$ cat config.mk
export PLATFORM = sky130hd
export DESIGN_NAME = unlock_wen_gate
export DESIGN_NICKNAME = d
export VERILOG_FILES = /design/src/rtl/unlock_wen_pkg.sv /design/src/rtl/wen_key_detect.sv /design/src/rtl/wen_arm_window.sv /design/src/rtl/wen_enable_reg.sv /design/src/rtl/unlock_wen_gate.sv
export SDC_FILE = /design/constraint.sdc
export NUM_CORES = 1
export LEC_CHECK = 0
export BUFFER_PORTS_ARGS = -buffer_cell sky130_fd_sc_hd__clkbuf_2
export CAP_MARGIN = 0
export CELL_PAD_IN_SITES_DETAIL_PLACEMENT = 0
export CELL_PAD_IN_SITES_GLOBAL_PLACEMENT = 1
export CORE_AREA = 5 5 42 44
export DETAILED_ROUTE_END_ITERATION = 16
export DIE_AREA = 0 0 47 49
export PLACE_DENSITY_LB_ADDON = 0.1
export SLEW_MARGIN = 30
export SYNTH_ARGS = -nofsm -noshare
export SYNTH_HDL_FRONTEND = slang
export SYNTH_HIERARCHICAL = 1
export SYNTH_SLANG_ARGS = --single-unit
export TNS_END_PERCENT = 1
$ cat constraint.sdc
create_clock -name clk -period 1.37 [get_ports clk]
set_input_delay 0.274 -clock clk [delete_from_list [all_inputs] [get_ports clk]]
set_output_delay 0.274 -clock clk [all_outputs]
set_load 0.01 [all_outputs]
$ cat src/rtl/unlock_wen_pkg.sv
package unlock_wen_pkg;
    typedef enum logic [0:0] {
        KS_IDLE  = 1'b0,
        KS_FIRST = 1'b1
    } key_state_e;
endpackage

$ cat src/rtl/wen_key_detect.sv
module wen_key_detect
    import unlock_wen_pkg::*;
#(
    parameter int            DATA_W = 8,
    parameter logic [DATA_W-1:0] KEY_A = 8'h55,
    parameter logic [DATA_W-1:0] KEY_B = 8'hAA
) (
    input  logic              clk,
    input  logic              rst_n,
    input  logic              wr,
    input  logic [DATA_W-1:0] data,
    output logic              key_done
);
    typedef struct packed {
        key_state_e st;
    } kd_state_t;

    kd_state_t s_d, s_q;
    logic      done_c;

    always_comb begin
        s_d    = s_q;
        done_c = 1'b0;
        if (wr) begin
            if (s_q.st == KS_FIRST && data == KEY_B) begin
                done_c  = 1'b1;
                s_d.st  = KS_IDLE;
            end else if (data == KEY_A) begin
                s_d.st  = KS_FIRST;
            end else begin
                s_d.st  = KS_IDLE;
            end
        end
    end

    always_ff @(posedge clk or negedge rst_n) begin
        if (!rst_n) s_q <= '{st: KS_IDLE};
        else        s_q <= s_d;
    end

    assign key_done = done_c;

    AST_DONE_NEEDS_FIRST: assert property (@(posedge clk) disable iff (!rst_n)
        key_done |-> (s_q.st == KS_FIRST && wr));
    AST_DONE_RETURNS_IDLE: assert property (@(posedge clk) disable iff (!rst_n)
        key_done |=> (s_q.st == KS_IDLE));
endmodule

$ cat src/rtl/wen_arm_window.sv
module wen_arm_window (
    input  logic clk,
    input  logic rst_n,
    input  logic key_done,
    output logic arm
);
    typedef struct packed {
        logic arm;
    } aw_state_t;

    aw_state_t s_d, s_q;

    always_comb begin
        s_d     = s_q;
        s_d.arm = key_done;
    end

    always_ff @(posedge clk or negedge rst_n) begin
        if (!rst_n) s_q <= '{arm: 1'b0};
        else        s_q <= s_d;
    end

    assign arm = s_q.arm;

    AST_ARM_SINGLE: assert property (@(posedge clk) disable iff (!rst_n)
        arm |=> !arm);
endmodule

$ cat src/rtl/wen_enable_reg.sv
module wen_enable_reg (
    input  logic clk,
    input  logic rst_n,
    input  logic arm,
    input  logic set_req,
    input  logic clr_req,
    output logic en
);
    typedef struct packed {
        logic en;
    } er_state_t;

    er_state_t s_d, s_q;

    always_comb begin
        s_d = s_q;
        if (clr_req)              s_d.en = 1'b0;
        else if (set_req && arm)  s_d.en = 1'b1;
    end

    always_ff @(posedge clk or negedge rst_n) begin
        if (!rst_n) s_q <= '{en: 1'b0};
        else        s_q <= s_d;
    end

    assign en = s_q.en;

    AST_RISE_IN_WINDOW: assert property (@(posedge clk) disable iff (!rst_n)
        (!en && !(arm && set_req)) |=> !en);
    AST_CLEAR_WINS: assert property (@(posedge clk) disable iff (!rst_n)
        clr_req |=> !en);
endmodule

$ cat src/rtl/unlock_wen_gate.sv
module unlock_wen_gate #(
    parameter int            DATA_W = 8,
    parameter logic [DATA_W-1:0] KEY_A = 8'h55,
    parameter logic [DATA_W-1:0] KEY_B = 8'hAA
) (
    input  logic              clk,
    input  logic              rst_n,
    input  logic              unlk_wr,
    input  logic [DATA_W-1:0] unlk_data,
    input  logic              wen_set,
    input  logic              wen_clr,
    input  logic              fld_wr_req,
    output logic              wr_permit,
    output logic              fld_wr_gnt
);
    logic key_done;
    logic arm;
    logic en;

    wen_key_detect #(.DATA_W(DATA_W), .KEY_A(KEY_A), .KEY_B(KEY_B)) u_det (
        .clk(clk), .rst_n(rst_n), .wr(unlk_wr), .data(unlk_data), .key_done(key_done)
    );

    wen_arm_window u_win (
        .clk(clk), .rst_n(rst_n), .key_done(key_done), .arm(arm)
    );

    wen_enable_reg u_en (
        .clk(clk), .rst_n(rst_n), .arm(arm), .set_req(wen_set),
        .clr_req(wen_clr), .en(en)
    );

    assign wr_permit  = en;
    assign fld_wr_gnt = fld_wr_req & en;

    AST_GNT_GATED: assert property (@(posedge clk) disable iff (!rst_n)
        fld_wr_gnt |-> wr_permit);
    AST_CLR_NO_KEY: assert property (@(posedge clk) disable iff (!rst_n)
        wen_clr |=> !wr_permit);
    AST_RISE_NEEDS_SET: assert property (@(posedge clk) disable iff (!rst_n)
        $rose(wr_permit) |-> $past(wen_set));
endmodule

## Word level (Yosys, flattened, before mapping)

Cells that the tools add are included.

| word-level totals | value |
|---|---|
| register bits | 3 |
| output and inout bits | 2 |
| word-level logic and storage cells | 15 |

| cells by class | value |
|---|---|
| equal/unequal tests | 2 |
| muxes and demuxes | 6 |
| bitwise gates (word level) | 1 |
| reduce and logical (&&, ||, !) cells | 3 |

Operator list:

| operator | count |
|---|---|
| $eq 8x7->1 const B | 1 |
| $eq 8x8->1 const B | 1 |
| $mux 1 | 6 |
| $logic_and 1x1->1 | 2 |
| $reduce_bool 2->1 | 1 |
| $and 1x1->1 | 1 |

## Logic depth before layout (Yosys ltp)

Gate-level depths: netlist of run 1.

| logic depth | value |
|---|---|
| word-level depth | 4 |
| gate-level depth with buffers | 2 |
| gate-level depth less buffers | 2 |

## Hierarchy

The synthesis of run 1 kept the hierarchy.

By module, submodules not included:

| module | instances | cells an instance | area an instance (um2) | seq. area each (um2) |
|---|---|---|---|---|
| wen_key_detect | 1 | 9 | 97.6 | 25.0 |
| wen_enable_reg | 1 | 3 | 33.8 | 25.0 |
| wen_arm_window | 1 | 1 | 25.0 | 25.0 |
| unlock_wen_gate | 1 | 1 | 6.3 | 0.0 |

## Worst setup path before layout of run 1

Ideal clock, no wire load.

| path | value |
|---|---|
| path kind | in2reg |
| start point | input unlk_data[1] |
| end point | register u_det.s_q |
| library setup time | 0.096 ns |
| arrival time | 0.890 ns |
| data required time | 1.274 ns |
| slack | 0.385 ns |
| cell stages on the path | 2 |
| buffers on the path | 0 |
| path through | or3b_1 -> o32ai_2 |

| between the ends | value |
|---|---|
| cells in the longest elaborated chain, start to end | 3 |

Ends and longest elaborated chain:

| element | RTL line | text |
|---|---|---|
| start, declared | unlock_wen_gate.sv:9 | `input logic [DATA_W-1:0] unlk_data,` |
| $eq 8x7->1 or $eq 8x8->1 (tied branches) | wen_key_detect.sv:28, wen_key_detect.sv:25 |  |
| $mux 1 or $logic_and 1x1->1 (tied branches) | wen_key_detect.sv:28, wen_key_detect.sv:25 |  |
| $mux 1 (*) | wen_key_detect.sv:25 | `if (s_q.st == KS_FIRST && data == KEY_B) begin` |
| end signal, assigned | wen_key_detect.sv:37 | `if (!rst_n) s_q <= '{st: KS_IDLE};` |
| end, declared | wen_key_detect.sv:18 | `kd_state_t s_d, s_q;` |

Mark *: on every way between the ends. The rest lies on a longest branch, timed or not.
A chain may end at the register's enable or synchronous reset.

## Worst setup path after layout of run 1

| path | value |
|---|---|
| start point | register u_en.s_q, in the netlist u_en/en |
| end point | output fld_wr_gnt |

| between the ends | value |
|---|---|
| cells in the longest elaborated chain, start to end | 1 |

Ends and longest elaborated chain:

| element | RTL line | text |
|---|---|---|
| start, declared | wen_enable_reg.sv:13 | `er_state_t s_d, s_q;` |
| start signal, assigned | wen_enable_reg.sv:22 | `if (!rst_n) s_q <= '{en: 1'b0};` |
| $and 1x1->1 | unlock_wen_gate.sv:34 | `assign fld_wr_gnt = fld_wr_req & en;` |
| end, declared | unlock_wen_gate.sv:14 | `output logic fld_wr_gnt` |

Every way passes these cells.

==> results of run 1 <==
-- sequential cells by signal, indices dropped and copies added (netlist names) --
register	cells
u_det/s_q	1
u_en/en	1
u_win/arm	1
-- per-layer routing --
layer / up-vias / share of wire
li1: 94 / -
met1: 83 / 0.34
met2: 8 / 0.55
met3: 0 / 0.12
met4: 0 / 0
met5: - / 0
-- cells by family after synthesis --
logic type	count (synthesis)
buf+inv	1
flops	3
compound gates	2
simple gates	8
-- worst max path at each step --
stage / endpoint / start / depth (start not counted) / slack [ps]
floorplan: u_det/s_q / unlk_data[1] / 2 / 380
global placement: u_det/s_q / unlk_data[1] / 3 / 280
detailed placement: u_det/s_q / unlk_data[1] / 3 / 260
CTS: fld_wr_gnt / u_en/en / 2 / 220
global route: fld_wr_gnt / u_en/en / 2 / 180
finish: fld_wr_gnt / u_en/en / 2 / 230
-- area by class of cell --
cell class / instances / area [um2]
clock buffers: 4 / 26.3
fillers: 170 / 1110
multi-input cells: 10 / 83.8
well taps: 16 / 20.0
inverters: 1 / 3.75
repair buffers: 16 / 85.1
flip-flops and latches: 3 / 75.1
-- power by group --
group          total (uW)  internal, uW  switching [uW]
clock                 154           109            44.7
combinational        31.5          19.9            11.6
sequential           89.3          89.2          0.0661
total                 275           218            56.4
-- worst max-delay path, stage by stage (launching register included) --
cell and delay, ps:
dfrtp_1 380, and2_1 140, clkbuf_2 120
-- per-stage QoR --
| step | instances | instance area (um2) |
|---|---|---|
| after global routing | 50 | 294 |
| after global placement | 45 | 258 |
| after CTS | 50 | 294 |
| after floorplan | 14 | 163 |
| after detailed placement | 45 | 258 |
| final | 50 | 294 |
-- synthesized netlist by cell type --
library cell and count:
nor4bb_1 2, and4_1 1, a21oi_1 1, nor2_1 1, o32ai_2 1, or3b_1 1
inv_1 1, dfrtp_1 3, and2_1 1, nand2b_1 1, nand4b_1 1
-- repair_timing --
action,CTS,global route
hold endpoints to repair,3,0
endpoints found under the setup margin,0,0
hold buffers,1,0
gates resized for setup,0,0
==> impl_metrics.env, run 1 <==
export IMPL_drv_slew=0
export IMPL_setup_tns_ps=0
export IMPL_htree_levels=1
export IMPL_synth_fa_ha_area_frac=0
export IMPL_hp_class="input pin to flip-flop"
export IMPL_ys_seq_area_frac=0.462
export IMPL_fin_crit_sh=0.830
export IMPL_drtAntennaViolNets=0
export IMPL_required_ps=1100
export IMPL_synth_compound_area_frac=0.131
export IMPL_routed_wirelength_um=477
export IMPL_yosysWarnings=6
export IMPL_grtUsageMet1=0.0442
export IMPL_diodes=0
export IMPL_grt_pass1_vias=190
export IMPL_drt_iter0_markers=0
export IMPL_grt_usage=0.0480
export IMPL_clk_pin_slew_worst_paths_ps=40
export IMPL_ys_types=11
export IMPL_fin_ws_ps=232
export IMPL_numPortBuffers=15
export IMPL_leakage_uw=0.000148
export IMPL_die_y_um=49
export IMPL_grt_setup_unrepaired="no"
export IMPL_synth_top_family_by_area="simple AND/OR/NAND/NOR gates"
export IMPL_grt_max_degree=4
export IMPL_whs_path_depth=2
export IMPL_drive_gt1_frac=0.559
export IMPL_ys_top_cells_by_area="dfrtp_1 46%, nor4bb_1 12%, o32ai_2 10%"
export IMPL_cts_buffer_depth=2
export IMPL_syn_area_per_cell_um2=11.6
export IMPL_cts_setup_buffers=0
export IMPL_nNetsFinal=49
export IMPL_grt_pass1_wl_um=696
export IMPL_die_area_um2=2300
export IMPL_yosys_mux_area_fraction=0
export IMPL_critPathMaxFanout=3
export IMPL_hold_viol=0
export IMPL_globalplace_congestion=0.674
export IMPL_fin_worst_skew_ps=0.437
export IMPL_grtUsageMet3=0.0148
export IMPL_r2r_start="u_en/en"
export IMPL_worstHoldStart="wen_clr"
export IMPL_core_um2=1400
export IMPL_cts_buffers=3
export IMPL_cts_root_buf="clkbuf_4"
export IMPL_drcViolationCount=0
export IMPL_crit_arrival_ps=860
export IMPL_max_cap_violations=0
export IMPL_netlist_instances=14
export IMPL_regToRegEndpoint="u_en/en"
export IMPL_clock_fmax_ghz=0.879
export IMPL_setup_viol=0
export IMPL_p_per_area_nw_per_um2=934
export IMPL_synth_simple_area_share=0.385
export IMPL_relSlewSlack=0.846
export IMPL_start_util=0.116
export IMPL_synth_top_cell_area_share=0.462
export IMPL_path_class="flip-flop to output pin"
export IMPL_worstMarginPinSlew_ps=228
export IMPL_routedWlPerCell_um=9.54
export IMPL_hold_slack_ps=199
export IMPL_io_pins=16
export IMPL_first_pass_iters=1
export IMPL_syn_num_nets=28
export IMPL_r2r_cells=2
export IMPL_busiest_layer="met4"
export IMPL_grt_remaining_overflow=0
export IMPL_pre_cts_slack_ps=264
export IMPL_cts_tree="yes"
export IMPL_antenna_found_initial=0
export IMPL_layout_common_cells="15 x clkbuf_2, 3 x clkbuf_4, 3 x dfrtp_1"
export IMPL_synthXorXnorAreaFrac=0
export IMPL_die_x_um=47
export IMPL_min_period_ps=1140
export IMPL_syn_to_final_growth_pct=80.8
export IMPL_insertion_delay_ps=230
export IMPL_power_uw=275
export IMPL_r2r_slack_ps=710
export IMPL_syn_area_um2=163
export IMPL_final_common_cell="clkbuf_2"
export IMPL_viasPerCell=3.70
export IMPL_rows=14
export IMPL_holdPathEnd="u_en/en"
export IMPL_critPathCaptureType="output pin"
export IMPL_ys_ff_latch=3
export IMPL_final_core_utilization=0.210
export IMPL_status="finished clean"
export IMPL_ir_worst_vdd_v=0.000233
export IMPL_worst_setup_path_start_kind="flip-flop"
export IMPL_yosys_area_top_type="dfrtp_1"
export IMPL_cts_sinks=3
export IMPL_use_met2=0.0588
export IMPL_vias=185
export IMPL_hpwl_um=409
Power figures use the tool's default switching activity.
==> run 2: changes to the inputs <==
clock period = 1 ns   (was 1.37 ns; I/O delays follow)
==> run 2 against run 1 <==
Compared with the run above: utilization stayed put; critical path depth stayed put; highest routed layer unchanged; clock skew is 4.0 ps higher; non-clock buffer count stayed put; sequential share of layout area stayed put; cell area stayed put; sequential power is 37% higher; the flow now finishes with violations (setup timing); power is 41% higher; sequential cell count stayed put; largest power group unchanged.
==> impl_metrics.env, run 2 (synthesized netlist as in run 1, its figures left out) <==
export IMPL_drt_iter0_markers=3
export IMPL_grt_pass1_wl_um=759
export IMPL_leakage_uw=0.000148
export IMPL_use_met2=0.0588
export IMPL_fin_worst_skew_ps=4.43
export IMPL_relSlewSlack=0.839
export IMPL_status="complete, but fails checks"
export IMPL_vias=189
export IMPL_clock_fmax_ghz=0.936
export IMPL_grtUsageMet3=0.0369
export IMPL_fillers=165
export IMPL_rows=14
export IMPL_start_util=0.116
export IMPL_numPortBuffers=15
export IMPL_cts_buffer_depth=2
export IMPL_clk_pin_slew_worst_paths_ps=40
export IMPL_hold_viol=0
export IMPL_required_ps=800
export IMPL_core_um2=1400
export IMPL_max_cap_violations=0
export IMPL_viasPerCell=3.78
export IMPL_cts_buffers=3
export IMPL_drv_slew=0
export IMPL_final_cells=50
export IMPL_grt_pass1_vias=205
export IMPL_dp_cells=45
export IMPL_nNetsFinal=49
export IMPL_cts_tree="yes"
export IMPL_grt_max_degree=4
export IMPL_final_common_cell="clkbuf_2"
export IMPL_diodes=0
export IMPL_p_per_area_nw_per_um2=1320
export IMPL_hpwl_um=418
export IMPL_cts_sinks=3
export IMPL_crit_arrival_ps=870
export IMPL_syn_to_final_growth_pct=80.8
export IMPL_critPathMaxFanout=3
export IMPL_drive_gt1_frac=0.559
export IMPL_ir_worst_vdd_v=0.000333
export IMPL_min_period_ps=1070
export IMPL_grt_setup_unrepaired="yes"
export IMPL_routed_wirelength_um=516
export IMPL_insertion_delay_ps=240
export IMPL_drtAntennaViolNets=0
export IMPL_grt_remaining_overflow=0
export IMPL_die_y_um=49
export IMPL_power_uw=387
export IMPL_final_core_utilization=0.210
export IMPL_fin_crit_sh=1.07
export IMPL_cts_root_buf="clkbuf_4"
export IMPL_io_pins=16
export IMPL_grt_usage=0.0558
export IMPL_pre_cts_slack_ps=-26.7
export IMPL_critPathCaptureType="output pin"
export IMPL_grtUsageMet1=0.0487
export IMPL_hp_class="input pin to flip-flop"
export IMPL_setup_tns_ps=-67.9
export IMPL_drcViolationCount=0
export IMPL_path_class="flip-flop to output pin"
export IMPL_setup_viol=1
export IMPL_globalplace_congestion=0.674
export IMPL_routedWlPerCell_um=10.3
export IMPL_worstMarginPinSlew_ps=238
export IMPL_violations="setup timing"
export IMPL_die_area_um2=2300
export IMPL_htree_levels=1
export IMPL_busiest_layer="met4"
export IMPL_antenna_found_initial=0
export IMPL_die_x_um=47
export IMPL_worst_setup_path_start_kind="flip-flop"
export IMPL_fin_ws_ps=-67.9
export IMPL_layout_common_cells="15 x clkbuf_2, 3 x clkbuf_4, 3 x dfrtp_1"
export IMPL_first_pass_iters=2
run 2: metrics by stage:
stage | cell area (um2) | hold slack [ps]
finish | 294 | 117
global route | 294 | 112
CTS | 294 | 108
detailed placement | 258 | -1.91
global placement | 258 | 1.60
floorplan | 163 | -95.6
run 2: what timing repair did:
action,4_1_cts,5_1_grt
resized for setup,0,0
buffers inserted,0,0
endpoints found under the setup margin,1,1
hold buffers,1,0
endpoints found under the hold margin,3,0
run 2: worst paths after layout:
check	slack (ps)	depth (start not counted)	startpoint	end
setup reg to reg	340	2	u_en/en	u_en/en
hold / removal	120	2	wen_clr	u_en/en
setup / recovery	-70	2	u_en/en	fld_wr_gnt
hold reg to reg	500	2	u_win/arm	u_en/en
max in group asynchronous	600	2	rst_n	u_win/arm
min in group asynchronous	290	2	rst_n	u_det/s_q
run 2: area by class of cell:
class | count | area, um2 | area share
Timing Repair Buffer | 16 | 85.1 | 0.289
Multi-Input combinational cell | 10 | 83.8 | 0.285
Sequential cell | 3 | 75.1 | 0.255
Clock buffer | 4 | 26.3 | 0.0894
Tap cell | 16 | 20.0 | 0.0681
Inverter | 1 | 3.75 | 0.0128
run 2: power by group:
part / leakage, uW / switching [uW] / internal [uW]
Clock: 0.0000150 / 71.7 / 150
Combinational: 0.0000916 / 15.8 / 27.3
Sequential: 0.0000419 / 0.109 / 122
Total: 0.000148 / 87.6 / 300
run 2: per-layer routing:
| layer | wire length, um | part of all wire | vias up |
|---|---|---|---|
| li1 | - | - | 95 |
| met1 | 192 | 0.37 | 86 |
| met2 | 265 | 0.51 | 8 |
| met3 | 58 | 0.11 | 0 |
| met4 | 0 | 0 | 0 |
| met5 | 0 | 0 | - |
run 2: worst max-delay path: stages (launching register included):
cell,delay (ps)
dfrtp_1,380
and2_1,140
clkbuf_2,120
==> run 3: changes to the inputs <==
ABC_AREA = 1   (was unset)
==> run 3 against run 2 <==
Compared with the run above: the flow still finishes with violations (setup timing); final cell count is 30% higher; power is 1.8% lower; combinational power is 8.1% higher; register-to-register slack worse by 70 ps.
==> impl_metrics.env, run 3 <==
export IMPL_netlist_instances=28
export IMPL_vias=233
export IMPL_synth_common_cells="7 x inv_1, 7 x nand2_1, 7 x nor2_1"
export IMPL_ys_seq_area_frac=0.420
export IMPL_grt_setup_unrepaired="yes"
export IMPL_start_util=0.128
export IMPL_pwr_share_clk=0.556
export IMPL_r2r_slack_ps=270
export IMPL_core_um2=1400
export IMPL_power_frac_comb=0.123
export IMPL_switching_share=0.217
export IMPL_final_core_utilization=0.227
export IMPL_die_y_um=49
export IMPL_routed_wirelength_um=545
export IMPL_p_int_uw=298
export IMPL_grt_pass1_vias=261
export IMPL_cts_root_buf="clkbuf_4"
export IMPL_hp_class="input pin to flip-flop"
export IMPL_syn_to_final_growth_pct=77.6
export IMPL_violations="setup timing"
export IMPL_async_flop_share=1.00
export IMPL_yosys_area_top_type="dfrtp_1"
export IMPL_crit_path_end="fld_wr_gnt"
export IMPL_insertion_delay_ps=230
export IMPL_grt_usage=0.0578
export IMPL_final_common_cell="clkbuf_2"
export IMPL_seq_power_share=0.322
export IMPL_r2r_start="u_en/en"
export IMPL_multiInputGateArea_um2=77.6
export IMPL_clock_fmax_ghz=0.973
export IMPL_drt_iter0_markers=0
export IMPL_status="complete, but fails checks"
export IMPL_crit_arrival_ps=830
export IMPL_ys_top_cells_by_area="dfrtp_1 42%, inv_1 15%, nand2_1 15%"
export IMPL_io_pins=16
export IMPL_drive_gt1_frac=0.408
export IMPL_syn_area_per_cell_um2=6.39
export IMPL_rows=14
export IMPL_hpwl_um=497
export IMPL_htree_levels=1
export IMPL_fin_crit_sh=1.03
export IMPL_path_class="flip-flop to output pin"
export IMPL_routedWlPerCell_um=8.38
export IMPL_drcViolationCount=0
export IMPL_regArea_um2=75.1
export IMPL_ys_ff_latch=3
export IMPL_clk_pin_slew_worst_paths_ps=40
export IMPL_p_per_area_nw_per_um2=1200
export IMPL_power_switching_uw=82.4
export IMPL_critPathCaptureType="output pin"
export IMPL_max_cap_violations=0
export IMPL_synth_top_cell_area_share=0.420
export IMPL_syn_num_nets=42
export IMPL_r2r_cells=3
export IMPL_setup_tns_ps=-27.8
export IMPL_ctsResizeCount=0
export IMPL_drv_slew=0
export IMPL_diodes=0
export IMPL_min_period_ps=1030
export IMPL_viasPerCell=3.58
export IMPL_globalplace_congestion=0.661
export IMPL_yosysWarnings=6
export IMPL_grt_remaining_overflow=0
export IMPL_fin_worst_skew_ps=3.53
export IMPL_antenna_found_initial=0
export IMPL_final_cells=65
export IMPL_startpoint="u_en/en"
export IMPL_required_ps=800
export IMPL_cts_tree="yes"
export IMPL_grt_max_degree=4
export IMPL_worstMarginPinSlew_ps=91.8
export IMPL_grt_pass1_wl_um=890
export IMPL_drtAntennaViolNets=0
export IMPL_critPathMaxFanout=3
export IMPL_syn_area_um2=179
export IMPL_fillers=176
export IMPL_layout_common_cells="15 x clkbuf_2, 7 x nand2_1, 7 x inv_1, 7 x nor2_1"
export IMPL_worst_setup_path_start_kind="flip-flop"
export IMPL_setup_viol=1
export IMPL_synth_edf_count=0
export IMPL_leakage_uw=0.000195
export IMPL_nNetsFinal=64
export IMPL_hold_viol=0
export IMPL_cts_buffers=3
export IMPL_die_x_um=47
export IMPL_cts_buffer_depth=2
export IMPL_die_area_um2=2300
export IMPL_dp_cells=59
export IMPL_relSlewSlack=0.939
export IMPL_regToRegEndpoint="u_en/en"
export IMPL_ys_types=7
export IMPL_cts_sinks=3
export IMPL_ir_worst_vdd_v=0.000188
export IMPL_numPortBuffers=15
export IMPL_first_pass_iters=1
export IMPL_fin_ws_ps=-27.8
export IMPL_synth_main_ff_cell="dfrtp_1"
[run 3: changes by cell type in the layout (fill, tap and decap cells not counted), sizes merged, moves of 2 or more]
cell / delta
inv: +6
nand2: +7
nand3: +2
nor2: +6
nor4bb: -2
[run 3: worst max-delay path, stage by stage (launching register included)]
cell	delay, ps
dfrtp_1	380
nand2_1	60
inv_1	40
clkbuf_2	110
[run 3: cell type report]
class | count | area share
clock buffer | 4 | 0.0827
tap | 16 | 0.0630
inverter | 7 | 0.0827
multi-input combinational | 18 | 0.244
timing repair buffer | 17 | 0.291
sequential | 3 | 0.236
[run 3: per-layer routing]
metal,routed length [um],global-route usage
met1,198,0.0530
met2,280,0.0837
met3,66,0.0221
met4,0,0.0691
met5,0,0
[run 3: power by group through the flow]
| stage | clock (uW) | sequential (uW) | combinational, uW |
|---|---|---|---|
| after floorplan | 0 | 124 | 11.8 |
| after global placement | 0 | 124 | 42.8 |
| after detailed placement | 0 | 124 | 44.7 |
| after CTS | 227 | 122 | 47.7 |
| after global routing | 241 | 122 | 54.2 |
| final | 211 | 122 | 46.6 |
[run 3: what timing repair did]
action	CTS	global route
setup buffers	1	0
endpoints found under the setup margin	1	1
endpoints found under the hold margin	3	0
cloned	0	0
hold buffers	1	0
[run 3: cells by family (layout without fill, tap and decap cells)]
group / after synthesis / in the layout / synth area share
AND/OR/NAND/NOR: 17 / 17 / 0.385
buffers and inverters: 7 / 28 / 0.147
flip-flops: 3 / 3 / 0.420
AO/OA/AOI/OAI: 1 / 1 / 0.0490
[run 3: stage by stage]
step	power [uW]	worst slack (ps)	hold slack [ps]	instance area, um2
2_1_floorplan	136	272	-95.6	179
3_3_place_gp	167	234	-0.502	274
3_5_place_dp	169	199	3.91	274
4_1_cts	397	-53.8	108	318
5_1_grt	418	-77.3	115	318
6_report	380	-27.8	119	318
[run 3: how the worst min path moves through the flow]
stage | from | to | slack (ps) | cells after the start
floorplan | rst_n | u_det/s_q | -100 | 0
global placement | rst_n | u_win/arm | -0.5 | 1
detailed placement | rst_n | u_en/en | 4 | 1
CTS | wen_clr | u_en/en | 110 | 2
global route | wen_clr | u_en/en | 120 | 2
finish | wen_clr | u_en/en | 120 | 2
